`config.mk`:
```
export PLATFORM = sky130hd
export DESIGN_NAME = pdc_top
export DESIGN_NICKNAME = d
export VERILOG_FILES = /design/src/rtl/pdc_pkg.sv /design/src/rtl/pdc_fsm.sv /design/src/rtl/pdc_regs.sv /design/src/rtl/pdc_top.sv
export SDC_FILE = /design/constraint.sdc
export NUM_CORES = 1
export LEC_CHECK = 0
export BUFFER_PORTS_ARGS = -buffer_cell sky130_fd_sc_hd__clkbuf_2
export CAP_MARGIN = 20
export CORE_MARGIN = 4
export CORE_UTILIZATION = 45
export DETAILED_ROUTE_END_ITERATION = 8
export PLACE_DENSITY_LB_ADDON = 0.25
export SYNTH_ARGS = -nofsm -noshare
export SYNTH_HDL_FRONTEND = slang
export SYNTH_SLANG_ARGS = --single-unit
```
`constraint.sdc`:
```
create_clock -name clk_i -period 2.7 [get_ports clk_i]
set_input_delay 0.135 -clock clk_i [delete_from_list [all_inputs] [get_ports clk_i]]
set_output_delay 0.135 -clock clk_i [all_outputs]
set_load 0.01 [all_outputs]
```
`src/rtl/pdc_pkg.sv`:
```
package pdc_pkg;
  // word indices, decoded from address bits [3:2]
  localparam int unsigned WORD_LSB  = 2;
  localparam int unsigned W_CTRL    = 0;
  localparam int unsigned W_STAT    = 1;
  localparam int unsigned W_RXD     = 2;
  localparam int unsigned W_TXD     = 3;
  // control bits
  localparam int unsigned CTRL_GO   = 0;
  localparam int unsigned CTRL_WR   = 1;
  // status bits
  localparam int unsigned ST_BUSY   = 0;
  localparam int unsigned ST_ERR    = 1;
  localparam int unsigned ST_AVAIL  = 2;

  typedef enum logic {
    XS_IDLE = 1'b0,
    XS_XFER = 1'b1
  } xfer_state_e;
endpackage

```
`src/rtl/pdc_fsm.sv`:
```
module pdc_fsm
  import pdc_pkg::*;
#(
  parameter int unsigned TIMEOUT_CYCLES = 16,
  localparam int unsigned CNT_W = (TIMEOUT_CYCLES > 2) ? $clog2(TIMEOUT_CYCLES) : 1
) (
  input  logic clk_i,
  input  logic rst_ni,
  input  logic start_i,
  input  logic dev_ready_i,
  output logic busy_o,
  output logic go_o,
  output logic err_o,
  output logic done_o
);
  localparam logic [CNT_W-1:0] LAST = CNT_W'(TIMEOUT_CYCLES - 1);

  xfer_state_e      state_q;
  logic [CNT_W-1:0] wait_q;
  logic             go_q, err_q;
  logic             expire_w;

  assign busy_o   = (state_q == XS_XFER);
  assign done_o   = busy_o && dev_ready_i;
  assign expire_w = busy_o && !dev_ready_i && (wait_q == LAST);
  assign go_o     = go_q;
  assign err_o    = err_q;

  always_ff @(posedge clk_i or negedge rst_ni) begin
    if (!rst_ni) begin
      state_q <= XS_IDLE;
      wait_q  <= '0;
      go_q    <= 1'b0;
      err_q   <= 1'b0;
    end else begin
      unique case (state_q)
        XS_IDLE: begin
          if (start_i) begin
            state_q <= XS_XFER;
            wait_q  <= '0;
            go_q    <= 1'b1;
            err_q   <= 1'b0;
          end
        end
        XS_XFER: begin
          if (dev_ready_i) begin
            state_q <= XS_IDLE;
            go_q    <= 1'b0;
            err_q   <= 1'b0;
          end else if (expire_w) begin
            state_q <= XS_IDLE;
            go_q    <= 1'b0;
            err_q   <= 1'b1;
          end else begin
            wait_q  <= wait_q + 1'b1;
          end
        end
        default: state_q <= XS_IDLE;
      endcase
    end
  end

  p_start_busy_r3: assert property (@(posedge clk_i) disable iff (!rst_ni)
    start_i |=> busy_o && go_o && !err_o);
  p_done_clear_r5: assert property (@(posedge clk_i) disable iff (!rst_ni)
    done_o |=> !busy_o && !go_o && !err_o);
  p_no_restart_r8: assert property (@(posedge clk_i) disable iff (!rst_ni)
    busy_o |-> !start_i);
  p_timeout_err_r9: assert property (@(posedge clk_i) disable iff (!rst_ni)
    expire_w |=> err_o && !busy_o && !go_o);
  p_err_sticky_r10: assert property (@(posedge clk_i) disable iff (!rst_ni)
    err_o && !start_i |=> err_o);
  p_one_shot_r11: assert property (@(posedge clk_i) disable iff (!rst_ni)
    !busy_o && !start_i |=> !busy_o);
endmodule

```
`src/rtl/pdc_regs.sv`:
```
module pdc_regs
  import pdc_pkg::*;
#(
  parameter int unsigned ADDR_W = 4,
  parameter int unsigned BUS_W  = 32,
  parameter int unsigned DATA_W = 8
) (
  input  logic              clk_i,
  input  logic              rst_ni,
  input  logic              bus_sel_i,
  input  logic              bus_we_i,
  input  logic [ADDR_W-1:0] bus_addr_i,
  input  logic [BUS_W-1:0]  bus_wdata_i,
  output logic [BUS_W-1:0]  bus_rdata_o,
  input  logic              busy_i,
  input  logic              go_i,
  input  logic              err_i,
  input  logic              done_i,
  input  logic [DATA_W-1:0] rx_byte_i,
  output logic              start_o,
  output logic              dir_o,
  output logic [DATA_W-1:0] tx_byte_o
);
  localparam int unsigned PAD_W = BUS_W - DATA_W;

  logic              dir_q, avail_q;
  logic [DATA_W-1:0] txd_q, rxd_q;
  logic [1:0]        word_w;
  logic              hit_w, wr_w, wr_ctrl_w, wr_txd_w, rd_rxd_w, rx_load_w;
  logic              unused_w;

  assign word_w    = bus_addr_i[WORD_LSB +: 2];
  assign hit_w     = bus_sel_i && ((bus_addr_i >> 4) == '0);
  assign wr_w      = hit_w && bus_we_i && !busy_i;
  assign wr_ctrl_w = wr_w && (word_w == 2'(W_CTRL));
  assign wr_txd_w  = wr_w && (word_w == 2'(W_TXD));
  assign rd_rxd_w  = hit_w && !bus_we_i && (word_w == 2'(W_RXD));
  assign rx_load_w = done_i && !dir_q;
  assign start_o   = wr_ctrl_w && bus_wdata_i[CTRL_GO];
  assign unused_w  = ^{bus_addr_i[1:0], bus_wdata_i[BUS_W-1:DATA_W]};

  always_ff @(posedge clk_i or negedge rst_ni) begin
    if (!rst_ni) begin
      dir_q   <= 1'b0;
      txd_q   <= '0;
      rxd_q   <= '0;
      avail_q <= 1'b0;
    end else begin
      if (wr_ctrl_w) dir_q <= bus_wdata_i[CTRL_WR];
      if (wr_txd_w)  txd_q <= bus_wdata_i[DATA_W-1:0];
      if (rx_load_w) begin
        rxd_q   <= rx_byte_i;
        avail_q <= 1'b1;
      end else if (rd_rxd_w) begin
        avail_q <= 1'b0;
      end
    end
  end

  always_comb begin
    bus_rdata_o = '0;
    unique case (word_w)
      2'(W_CTRL): begin
        bus_rdata_o[CTRL_GO] = go_i;
        bus_rdata_o[CTRL_WR] = dir_q;
      end
      2'(W_STAT): begin
        bus_rdata_o[ST_BUSY]  = busy_i;
        bus_rdata_o[ST_ERR]   = err_i;
        bus_rdata_o[ST_AVAIL] = avail_q;
      end
      2'(W_RXD):  bus_rdata_o = {{PAD_W{1'b0}}, rxd_q};
      default:    bus_rdata_o = {{PAD_W{1'b0}}, txd_q};
    endcase
  end

  assign dir_o     = dir_q;
  assign tx_byte_o = txd_q;

  p_rx_load_r6: assert property (@(posedge clk_i) disable iff (!rst_ni)
    rx_load_w |=> avail_q && (rxd_q == $past(rx_byte_i)));
  p_avail_clr_r7: assert property (@(posedge clk_i) disable iff (!rst_ni)
    rd_rxd_w && !rx_load_w |=> !avail_q);
  p_txd_hold_r8: assert property (@(posedge clk_i) disable iff (!rst_ni)
    busy_i |=> $stable(txd_q) && $stable(dir_q));
endmodule

```
`src/rtl/pdc_top.sv`:
```
module pdc_top
  import pdc_pkg::*;
#(
  parameter int unsigned ADDR_W         = 4,
  parameter int unsigned BUS_W          = 32,
  parameter int unsigned DATA_W         = 8,
  parameter int unsigned TIMEOUT_CYCLES = 16
) (
  input  logic              clk_i,
  input  logic              rst_ni,
  input  logic              bus_sel_i,
  input  logic              bus_we_i,
  input  logic [ADDR_W-1:0] bus_addr_i,
  input  logic [BUS_W-1:0]  bus_wdata_i,
  output logic [BUS_W-1:0]  bus_rdata_o,
  output logic              dev_valid_o,
  output logic              dev_write_o,
  output logic [DATA_W-1:0] dev_wdata_o,
  input  logic              dev_ready_i,
  input  logic [DATA_W-1:0] dev_rdata_i
);
  logic busy_w, go_w, err_w, done_w, start_w, dir_w;
  logic [DATA_W-1:0] tx_byte_w;

  pdc_regs #(
    .ADDR_W (ADDR_W),
    .BUS_W  (BUS_W),
    .DATA_W (DATA_W)
  ) u_regs (
    .clk_i       (clk_i),
    .rst_ni      (rst_ni),
    .bus_sel_i   (bus_sel_i),
    .bus_we_i    (bus_we_i),
    .bus_addr_i  (bus_addr_i),
    .bus_wdata_i (bus_wdata_i),
    .bus_rdata_o (bus_rdata_o),
    .busy_i      (busy_w),
    .go_i        (go_w),
    .err_i       (err_w),
    .done_i      (done_w),
    .rx_byte_i   (dev_rdata_i),
    .start_o     (start_w),
    .dir_o       (dir_w),
    .tx_byte_o   (tx_byte_w)
  );

  pdc_fsm #(
    .TIMEOUT_CYCLES (TIMEOUT_CYCLES)
  ) u_fsm (
    .clk_i       (clk_i),
    .rst_ni      (rst_ni),
    .start_i     (start_w),
    .dev_ready_i (dev_ready_i),
    .busy_o      (busy_w),
    .go_o        (go_w),
    .err_o       (err_w),
    .done_o      (done_w)
  );

  assign dev_valid_o = busy_w;
  assign dev_write_o = dir_w;
  assign dev_wdata_o = tx_byte_w;

  p_rst_idle_r2: assert property (@(posedge clk_i)
    !rst_ni |-> !dev_valid_o);
  p_valid_dir_r3: assert property (@(posedge clk_i) disable iff (!rst_ni)
    dev_valid_o && !dev_ready_i |=> $stable(dev_write_o) && $stable(dev_wdata_o));
endmodule

```
# Word level (Yosys, flattened, before mapping)
# Cells that the tools add are included.
dict set report totals {
  regBits 25
  inputBits 49
  out_inout_bits 42
  word_cells 59
}
dict set report op_classes {
  add_sub_neg 1
  n_eq_ne 8
  n_mux 21
  bitwise 1
  n_reduce_logical 20
}
# operator count
set op_table {}
lappend op_table {{2-to-1 mux 4 bit} 3}
lappend op_table {{logical AND 1 bit} 11}
lappend op_table {{2-to-1 mux 1 bit} 11}
lappend op_table {{case mux 5 bit (2 select lines)} 1}
lappend op_table {{case mux 4 bit (2 select lines)} 1}
lappend op_table {{!= test 2 bit (second input constant)} 3}
lappend op_table {{case mux 1 bit (2 select lines)} 3}
lappend op_table {{case mux 2 bit (3 select lines)} 1}
lappend op_table {{adder 4 x 1 -> 4 bit (second input constant)} 1}
lappend op_table {{equality test 2 bit (second input constant)} 2}
lappend op_table {{equality test 4 bit (second input constant)} 1}
lappend op_table {{logical NOT 1 bit} 4}
lappend op_table {{!= test 3 bit (second input constant)} 1}
lappend op_table {{case mux 1 bit (3 select lines)} 1}
lappend op_table {{AND reduction 3 bit} 1}
lappend op_table {{equality test 2 x 1 -> 1 bit (second input constant)} 1}
lappend op_table {{logical NOT 2 bit} 1}
lappend op_table {{AND reduction 2 bit} 1}
lappend op_table {{nonzero test 2 bit} 1}
lappend op_table {{OR reduction 2 bit} 1}
lappend op_table {{NOT 1 bit} 1}

# Depth between registers and ports, before layout
dict set report logic_depth {
  ltp_word 6
  mapped_depth 4
  mapped_depth_nobuf 4
}

# Cells and area by module
# Synthesis repeated with hierarchy kept, for this count alone.
dict set report hier_totals {
  cells_unflattened 128
  hier_area_um2 1463.9
}
# mod n_inst cells_per_inst area_per_inst_um2 seq_area_each_um2
set by_module_without_submodules {}
lappend by_module_without_submodules {pdc_regs 1 87 1082.3 450.4}
lappend by_module_without_submodules {pdc_fsm 1 41 381.6 175.2}

# Worst setup path after synthesis
# No wires, ideal clock.
dict set report synth_timing {
  path_type {register to register}
  startpoint {reg u_fsm.state_q (netlist: u_fsm.busy_o)}
  endpoint {reg u_regs.txd_q[0] (netlist: u_regs.tx_byte_o[0])}
  setup_ns 0.125
  t_arrival_ns 1.339
  t_required_ns 2.575
  slack_ns 1.236
  path_stages_with_launch 5
  path_buffers 1
  period_less_slack_ns 1.464
  cell_sequence {dfrtp_1 and3b_2 and3_4 buf_6 mux2_4}
}
dict set report synth_between {
  elab_chain_len 3
}
# element line_no
set synth_lines {}
lappend synth_lines {{start, declared} pdc_fsm.sv:18} ;# xfer_state_e state_q;
lappend synth_lines {{start signal, assigned} pdc_fsm.sv:31} ;# state_q <= XS_IDLE;
lappend synth_lines {{start signal, assigned} pdc_fsm.sv:39} ;# state_q <= XS_XFER;
lappend synth_lines {{start signal, assigned} pdc_fsm.sv:47} ;# state_q <= XS_IDLE;
lappend synth_lines {{logical NOT 1 bit} pdc_regs.sv:34} ;# assign wr_w = hit_w && bus_we_i && !busy_i;
lappend synth_lines {{logical AND 1 bit} pdc_regs.sv:34}
lappend synth_lines {{logical AND 1 bit} pdc_regs.sv:36} ;# assign wr_txd_w = wr_w && (word_w == 2'(W_TXD));
lappend synth_lines {{end signal, assigned} pdc_regs.sv:50} ;# if (wr_txd_w) txd_q <= bus_wdata_i[DATA_W-1:0];
lappend synth_lines {{end, declared} pdc_regs.sv:27} ;# logic [DATA_W-1:0] txd_q, rxd_q;
# No other way between the ends.
# A chain may end at the register's enable or synchronous reset.

# Worst setup path after layout
dict set report layout_timing {
  startpoint {reg u_fsm.state_q (netlist: u_fsm.busy_o)}
  endpoint {out bus_rdata_o[0]}
}
dict set report layout_between {
  elab_chain_len 1
}
# element line_no
set layout_lines {}
lappend layout_lines {{case mux 2 bit (3 select lines)} pdc_regs.sv:62} ;# unique case (word_w)
lappend layout_lines {{end, declared} pdc_top.sv:15} ;# output logic [BUS_W-1:0] bus_rdata_o,
# No other way between the ends.

==> flow_summary.yaml <==
setup_path:
  cp.required_ns: 2.57
  cp.arrival_ns: 1.44
  start_kind: "register"
  r2r_slack_ns: 1.14
  cp_num_buf_inv: 1
  crit_path_max_fanout: 7
  cpPeakStageDelay_ns: 0.51
  criticalPathCategory: "register to primary output"
  path_delay_family: "multiplexers"
  crit_slowest_cell: "mux4_1"
  worstPathCellList: "mux4_1, clkbuf_2"
  end_kind: "primary output"
yosys:
  synthArstFlopShare: 1.00
  synthFlopType: "dfrtp_1"
  yosys.area.top_type: "dfrtp_1"
  synth-seq-area-share: 0.438
  synth_edf_count: 0
  yosysUniqueCellTypes: 35
  syn_avg_cell_area_um2: 12.4
  synthTopCellsByArea: "dfrtp_1 (44%), buf_4 (13%), mux2_2 (8.7%)"
  yosys.area.top_type_share: 0.438
  ys_seq_elements: 25
  synthCells: 115
  syn-cell-area_um2: 1430
  ys_warn_count: 0
floorplan:
  die_w_um: 64.3
  start_util: 0.468
  placementRows: 20
  die-area_um2: 4140
  io_pins: 91
  core_area_um2: 3050
  die_y_um: 64.3
global_routing:
  grt_overflow: 0
  grt_use_total: 0.147
  grt_max_degree: 26
  antenna_found_initial: 0
  grt_first_pass_wirelength_um: 4750
  grt_pass1_vias: 971
drt:
  drt-total-wl_um: 2860
  drc: 0
  ant_nets: 0
  avgViaCountPerCell: 4.69
  drt-pass1-iter-count: 4
  drtIter0Drc: 32
  top_layer_used: "met3"
  wl_per_cell_um: 14.3
  num_vias: 934
  met3RoutedLength_um: 193
  met1_length_um: 1120
  met2_wirelength_um: 1540
clock_network:
  cts-htree-levels: 1
  cts_buffers: 3
  tritoncts: "built"
  cts_setup_buffers: 0
  clkTransAtPathRegs_ns: 0.13
  cts_hold_buf: 1
  cts-root-buf: "clkbuf_4"
  cts.sinks: 25
  post_cts_resize_count: 0
  clk_latency_ns: 0.31
  cts.path.max_buffers: 2
timing:
  rsz0062_at_grt: "no"
  fin_crit_ns: 1.57
  post-route-period-util: 0.582
  slew_violations: 0
  clock-skew-final_ns: 0.00295
  fmax_mhz: 637
  hold_viol: 0
  fin_tns_setup_ns: 0
  slew_headroom: 0.582
  worstMarginPinSlew_ns: 0.627
  setup_viol: 0
layout:
  mostFrequentLayoutCells: "clkbuf_2 (40), dfrtp_1 (25), conb_1 (24)"
  fin_util: 0.524
  antenna_cells: 0
  drive_gt1_frac: 0.439
  area_growth_pct: 12.1
  final_common_cell: "clkbuf_2"
  nets: 206
pwr:
  p_leak_uw: 0.000847
  p_per_area_nw_per_um2: 609
  p_total_uw: 975
  ir_drop_mv: 0.439
run:
  cap_violations: 0
run_status:
  status: "finished, final reports clean"
placement:
  place_congestion: 0.761
  place_hpwl_um: 2180
  io_buffers: 40
min_path:
  hold_class: "input pin to register"
## metrics by stage
stage	cells	worst slack (ns)	area [µm²]	hold slack (ns)
final	199	1.13	1600	0.0424
after global routing	199	1.03	1600	0.0250
after detailed placement	194	1.16	1560	0.187
after floorplan	138	1.24	1510	-0.161
after global placement	194	1.14	1560	0.176
after CTS	199	1.10	1600	0.0277
## path summary, 6_finish.rpt
path	from	end	depth (start not counted)
setup / recovery	u_fsm.busy_o	bus_rdata_o[0]	2
hold / removal	bus_wdata_i[4]	u_regs.tx_byte_o[4]	2
setup reg to reg	u_fsm.wait_q[0]	u_fsm.wait_q[3]	4
hold reg to reg	u_regs.avail_q	u_regs.avail_q	2
max in group asynchronous	rst_ni	u_fsm.err_o	2
min in group asynchronous	rst_ni	u_regs.tx_byte_o[7]	2
## sequential cells by signal, indices dropped and copies added (netlist names)
signal            flops
u_fsm.go_o            1
u_regs.dir_o          1
u_fsm.busy_o          1
u_regs.tx_byte_o      8
u_fsm.wait_q          4
u_regs.avail_q        1
u_regs.rxd_q          8
u_fsm.err_o           1
## synth_stat cells (all sizes together) (2+ instances only)
library cell	instances
buf	27
dfrtp	25
mux2	19
mux2i	5
nand2	5
nor2b	5
a22o	2
and3	2
mux4	2
nor3b	2
o21ai	2
## cell type report
type / count / area, µm²
fillers: 289 / 1450
repair buffers: 41 / 210
well taps: 44 / 55.1
clock buffers: 4 / 26.3
multi-input cells: 84 / 679
flip-flops and latches: 25 / 626
inverters: 1 / 3.75
## power by group
part | switching, µW | internal (µW) | total, µW
Clock | 107 | 57.8 | 165
Sequential | 57.4 | 461 | 518
Combinational | 129 | 163 | 292
Total | 293 | 682 | 975
## layer usage
| layer | vias up | track usage |
|---|---|---|
| met1 | 461 | 0.165 |
| met3 | 0 | 0.0351 |
| met5 | - | 0 |
| li1 | 435 | - |
| met2 | 38 | 0.285 |
| met4 | 0 | 0.0158 |
## worst register-to-register path, cell delays in order, from the launching register on
cell and delay (ns):
dfrtp_1 0.43, ha_1 0.24, and3_1 0.24, a2bb2oi_2 0.20
a221o_1 0.37
## cell families (layout without fill, tap and decap cells)
group | after synthesis | count (layout) | share of synthesized area
adder cells (fa/ha/maj) | 1 | 1 | 0.00876
XOR/XNOR | 1 | 1 | 0.00614
other | 1 | 24 | 0.00263
flip-flops | 25 | 25 | 0.438
multiplexers | 26 | 26 | 0.240
AND/OR/NAND/NOR | 22 | 22 | 0.0955
buffers and inverters | 29 | 46 | 0.146
AO/OA/AOI/OAI | 10 | 10 | 0.0622
No activity file was read; power rests on OpenSTA's default activity.
